[config.mk]
export PLATFORM = sky130hd
export DESIGN_NAME = cagen_top
export DESIGN_NICKNAME = d
export VERILOG_FILES = /design/src/rtl/cagen_pkg.sv /design/src/rtl/ca_ring_step.sv /design/src/rtl/ca_run_ctrl.sv /design/src/rtl/cagen_top.sv
export SDC_FILE = /design/constraint.sdc
export NUM_CORES = 1
export LEC_CHECK = 0
export ABC_AREA = 1
export BUFFER_PORTS_ARGS = -buffer_cell sky130_fd_sc_hd__buf_4
export CAP_MARGIN = 10
export CORE_MARGIN = 2
export CORE_UTILIZATION = 43
export CTS_BUF_LIST = sky130_fd_sc_hd__clkbuf_16
export DETAILED_ROUTE_END_ITERATION = 6
export GPL_ROUTABILITY_DRIVEN = 1
export HOLD_SLACK_MARGIN = 0.1
export PLACE_DENSITY = 0.67
export SLEW_MARGIN = 10
export SYNTH_ARGS = -nofsm -noshare
export SYNTH_HDL_FRONTEND = slang
export SYNTH_SLANG_ARGS = --single-unit
[constraint.sdc]
create_clock -name clk -period 1.5 [get_ports clk]
set_clock_uncertainty 0.15 [all_clocks]
set_input_delay 0.3 -clock clk [delete_from_list [all_inputs] [get_ports clk]]
set_output_delay 0.3 -clock clk [all_outputs]
set_load 0.01 [all_outputs]
[src/rtl/cagen_pkg.sv]
package cagen_pkg;

    // Rule applied to every cell for the whole run.
    typedef enum logic {
        RULE_PLAIN   = 1'b0,
        RULE_INVLEFT = 1'b1
    } rule_t;

    typedef enum logic {
        ST_IDLE = 1'b0,
        ST_RUN  = 1'b1
    } run_state_t;

    // New value of one cell from its left neighbour, itself and its right neighbour.
    function automatic logic cell_next(input logic lft, input logic mid,
                                       input logic rgt, input rule_t rule);
        logic l_eff;
        l_eff = (rule == RULE_INVLEFT) ? ~lft : lft;
        return l_eff ^ (mid | rgt);
    endfunction

endpackage

[src/rtl/ca_ring_step.sv]
module ca_ring_step
    import cagen_pkg::*;
#(
    parameter int CELLS = 32
) (
    input  logic [CELLS-1:0] cur,
    input  rule_t            rule,
    output logic [CELLS-1:0] nxt
);

    // One combinational cell per ring position; neighbours wrap modulo CELLS.
    for (genvar j = 0; j < CELLS; j++) begin : g_cell
        localparam int LI = (j + CELLS - 1) % CELLS;
        localparam int RI = (j + 1) % CELLS;
        assign nxt[j] = cell_next(cur[LI], cur[j], cur[RI], rule);
    end

endmodule

[src/rtl/ca_run_ctrl.sv]
module ca_run_ctrl
    import cagen_pkg::*;
#(
    parameter int NUM_WORDS = 100
) (
    input  logic clk,
    input  logic rst,
    input  logic start,
    input  logic ready,
    output logic busy,
    output logic load,
    output logic adv,
    output logic done
);

    localparam int CW = (NUM_WORDS > 2) ? $clog2(NUM_WORDS) : 1;
    localparam logic [CW-1:0] LAST = CW'(NUM_WORDS - 1);

    run_state_t      st_q;
    logic [CW-1:0]   cnt_q;
    logic            last_acc;

    assign busy     = (st_q == ST_RUN);
    assign load     = start && !busy;
    assign adv      = busy && ready;
    assign last_acc = adv && (cnt_q == LAST);

    always_ff @(posedge clk) begin
        if (rst) begin
            st_q  <= ST_IDLE;
            cnt_q <= '0;
            done  <= 1'b0;
        end else begin
            done <= last_acc;
            if (load) begin
                st_q  <= ST_RUN;
                cnt_q <= '0;
            end else if (last_acc) begin
                st_q  <= ST_IDLE;
                cnt_q <= '0;
            end else if (adv) begin
                cnt_q <= cnt_q + 1'b1;
            end
        end
    end

    // the word count never passes the final index
    a_r6_count_bound: assert property (@(posedge clk) disable iff (rst)
        cnt_q <= LAST);

    // a start during a run leaves the run and its count untouched
    a_r9_start_ignored: assert property (@(posedge clk) disable iff (rst)
        busy && start && !ready |=> busy && $stable(cnt_q));

    // done follows the final acceptance and returns the block to idle
    a_r8_done_idle: assert property (@(posedge clk) disable iff (rst)
        done |-> !busy);

endmodule

[src/rtl/cagen_top.sv]
module cagen_top
    import cagen_pkg::*;
#(
    parameter int WIDTH     = 32,
    parameter int NUM_WORDS = 100
) (
    input  logic             clk,
    input  logic             rst,
    input  logic             start,
    input  logic             rule_sel,
    input  logic [WIDTH-1:0] seed,
    output logic [WIDTH-1:0] out_data,
    output logic             out_valid,
    input  logic             out_ready,
    output logic             done
);

    logic [WIDTH-1:0] state_q;
    logic [WIDTH-1:0] step_in;
    logic [WIDTH-1:0] step_out;
    rule_t            rule_q;
    rule_t            step_rule;
    logic             busy;
    logic             load;
    logic             adv;

    ca_run_ctrl #(.NUM_WORDS(NUM_WORDS)) u_ctrl (
        .clk   (clk),
        .rst   (rst),
        .start (start),
        .ready (out_ready),
        .busy  (busy),
        .load  (load),
        .adv   (adv),
        .done  (done)
    );

    // One ring evaluator serves both the seed load and the running state.
    assign step_in   = busy ? state_q : seed;
    assign step_rule = busy ? rule_q  : rule_t'(rule_sel);

    ca_ring_step #(.CELLS(WIDTH)) u_step (
        .cur  (step_in),
        .rule (step_rule),
        .nxt  (step_out)
    );

    always_ff @(posedge clk) begin
        if (rst) begin
            state_q <= '0;
            rule_q  <= RULE_PLAIN;
        end else if (load) begin
            state_q <= step_out;
            rule_q  <= step_rule;
        end else if (adv) begin
            state_q <= step_out;
        end
    end

    assign out_data  = state_q;
    assign out_valid = busy;

    // a stalled word is held
    a_r7_hold_word: assert property (@(posedge clk) disable iff (rst)
        out_valid && !out_ready |=> out_valid && $stable(out_data));

    // done lasts a single cycle
    a_r8_done_pulse: assert property (@(posedge clk) disable iff (rst)
        done |=> !done);

    // done only after an accepted word
    a_r8_done_after_accept: assert property (@(posedge clk) disable iff (rst)
        $rose(done) |-> $past(out_valid && out_ready));

    // an idle start offers a word on the next cycle
    a_r2_start_offers: assert property (@(posedge clk) disable iff (rst)
        start && !out_valid |=> out_valid);

    // nothing offered while done is high
    a_r6_quiet_at_done: assert property (@(posedge clk) disable iff (rst)
        done |-> !out_valid);

endmodule

==> impl_metrics.csv <==
group,metric,value,unit
clocking,cts_tree,"done",
die,initial_core_util,0.438,
logic_synthesis,synth-seq-cells,42,
global_routing,grt_pass1_wl,17.4,mm
timing,hold_viol,0,
setup_path,cp_slowest_cell,"dfxtp_4",
placement,placed_cells,932,
clocking,clk_latency,0.29,ns
detailed_routing,drc,0,
timing,drv_slew,0,
setup_path,critPathMaxStageDelay,0.42,ns
clocking,path_clk_slew,0.07,ns
pwr,power_density,1000,nW/um2
status,violations,"negative setup slack",
setup_path,worst-setup-path-type,"reg -> reg",
pwr,peakVddDrop,0.700,mV
logic_synthesis,syn_nets,806,
finish,fin_area,5300,um2
worst_hold_path,min_path_cells,3,
global_routing,grt_pass1_vias,4022,
timing,worst_pin_slew,0.228,ns
setup_path,cp-end-kind,"register",
detailed_routing,num_vias,4649,
placement,dp_slack,-0.0160,ns
setup_path,startpoint_type,"register",
detailed_routing,drtIter0Drc,252,
detailed_routing,wl,12.0,mm
clocking,cts_root_buf,"clkbuf_16",
die,coreArea,8590,um2
setup_path,cp_data_required_time,1.54,ns
finish,num-fill-cells,837,
logic_synthesis,synthCells,768,
logic_synthesis,syn_area_per_cell,4.90,um2
setup_path,cp_max_fo,8,
timing,finalWorstSetupSlack,-0.0148,ns
setup_path,cp_top_family,"simple AND/OR/NAND/NOR gates",
setup_path,critPathBufInv,3,
logic_synthesis,synth_area,3760,um2
setup_path,rr_endpoint,"out_data[15]",
logic_synthesis,yosys_warnings,0,
die,die_y,97.5,um
pwr,p_leak,0.00345,uW
clocking,htree_levels,2,
global_routing,grtUsageTotal,0.215,
die,rows,34,
worst_hold_path,min_to,"u_ctrl.busy",
detailed_routing,wl_per_cell,12.6,um
placement,gp_congestion,0.833,
detailed_routing,drtAntennaViolNets,0,
setup_path,rr_worst_depth,9,
finish,areaGrowthSynthToFinish,41.0,%
setup_path,r2r_slack,-0.01,ns
logic_synthesis,synth_cell_types,17,
worst_hold_path,hp-class,"in -> reg",
finish,stdcell_count,953,
global_routing,grt_max_degree,36,
logic_synthesis,seq_area_frac_synth,0.223,
timing,finalSetupViolCount,6,
global_routing,antenna_found_initial,0,
die,dieArea,9510,um2
finish,num_antenna_cells,0,
finish,drive_above_1_share,0.228,
timing,finalWorstPathRequiredPeriod,1.51,ns
timing,max-slew-margin-rel,0.848,
placement,dpl_cell_area,4510,um2
worst_hold_path,min_from,"start",
detailed_routing,drt_first_pass_iters,5,
detailed_routing,drt-vias-per-instance,4.88,
setup_path,reg2reg_from,"u_ctrl.busy",
setup_path,path_cells,"buf_8, nand2_4, nand2_8, clkbuf_16, nand2_2, nand3_1, nand3_1, nand2_1, inv_1",
clocking,numCtsBuffers,5,
status,status,"complete, but fails checks",
timing,fmax,0.660,GHz
setup_path,critPathMostFrequentCell,"nand3_1",
die,die_width,97.5,um
setup_path,arrival,1.56,ns
timing,period_share,1.01,
clocking,cts_buffer_depth,2,
finish,nets,882,
clocking,clock-sinks,42,
placement,dp_hpwl,6.81,mm
global_routing,grt-ovfl-total,0,
timing,setup_tns,-0.0457,ns
timing,rsz0062_at_grt,"true",
flow_run,drv_cap,0,
die,io_pins,71,
placement,port_buffers,70,
## cell type report
cell class                 count  area, um2  share of cell area
multi-input combinational    526       2450               0.462
timing repair buffer          98       1030               0.195
sequential                    42        846               0.159
inverter                     171        649               0.122
tap                          108        135              0.0255
clock buffer                   5        125              0.0236
clock inverter                 3       63.8              0.0120
## per-layer routing
layer  share of wire  vias to the layer above  global-route usage
li1                -                     2380                   -
met1            0.43                     2097               0.281
met2            0.48                      153               0.368
met3           0.078                       19              0.0317
met4           0.013                        0              0.0588
met5               0                        -                   0
## cell families (layout without fill, tap and decap cells)
family	count (synthesis)	in the layout	share of synthesized area
simple gates	486	486	0.510
compound gates	34	34	0.0452
flops	42	42	0.223
xor+xnor	5	5	0.0116
fa+ha+maj	1	1	0.00333
buf+inv	200	277	0.206
## stage by stage
stage	utilization	hold WS [ns]	power, uW
floorplan	-	0.222	2690
global placement	0.524	0.318	3300
detailed placement	0.524	0.328	3360
CTS	0.557	0.135	4860
global route	0.617	0.198	5650
finish	0.617	0.142	5310
## worst max path at each step
stage / start / endpoint / slack [ns] / cells after the start
detailed placement: u_ctrl.busy / out_data[20] / -0.02 / 9
global placement: u_ctrl.busy / out_data[8] / 0.02 / 9
CTS: u_ctrl.busy / out_data[15] / -0.008 / 9
floorplan: u_ctrl.busy / out_data[0] / 0.04 / 10
global route: u_ctrl.busy / u_ctrl.cnt_q[3] / -0.12 / 8
finish: u_ctrl.busy / out_data[15] / -0.01 / 9
## synth_stat cells (all sizes together)
library cell	instances	area, um2
o21ai	33	165
clkbuf	9	33.8
inv	171	642
nand3b	1	7.51
buf	20	98.8
nand3	68	340
a21oi	1	5.00
dfxtp	42	841
nor2	13	48.8
nand4	2	12.5
nand2	401	1510
and3	1	6.26
xor2	5	43.8
ha	1	12.5
## cells in the final DEF (no fill, tap or decap)
cell and n:
a21oi_1 1, and3_1 1, buf_12 8, buf_16 2, buf_4 76, buf_6 2
buf_8 1, bufinv_16 2, clkbuf_16 13, clkinv_1 1, dfxtp_1 40, dfxtp_2 1
dfxtp_4 1, dlygate4sd3_1 1, ha_1 1, inv_1 169, inv_2 1, inv_8 1
nand2_1 330, nand2_2 65, nand2_4 3, nand2_8 3, nand3_1 57, nand3_2 11
nand3b_1 1, nand4_1 2, nor2_1 12, nor2_4 1, o21ai_0 16, o21ai_1 15
o21ai_2 2, xor2_1 5
## state kept, by name, indices dropped and copies added (netlist names)
| register | flops |
|---|---|
| out_data | 32 |
| u_ctrl.done | 1 |
| u_ctrl.busy | 1 |
| u_ctrl.cnt_q | 7 |
| rule_q | 1 |
## tightest hold or removal path, stage by stage
cell,delay (ns)
buf_4,0.09
nand3_1,0.09
nand2_1,0.07
## timing repair
item / CTS / global route
cloned: 2 / 10
hold endpoints to repair: 1 / 0
pin swaps: 1 / 35
setup endpoints to repair: 5 / 39
buffers inserted: 0 / 0
hold buffers: 1 / 0
gates resized for setup: 8 / 113
## power by group
part | internal [uW] | total (uW) | switching [uW]
clock | 950 | 1440 | 491
sequential | 1260 | 1420 | 164
combinational | 1040 | 2450 | 1400
total | 3250 | 5310 | 2060
Note: power is estimated with default switching activity, not from simulation.
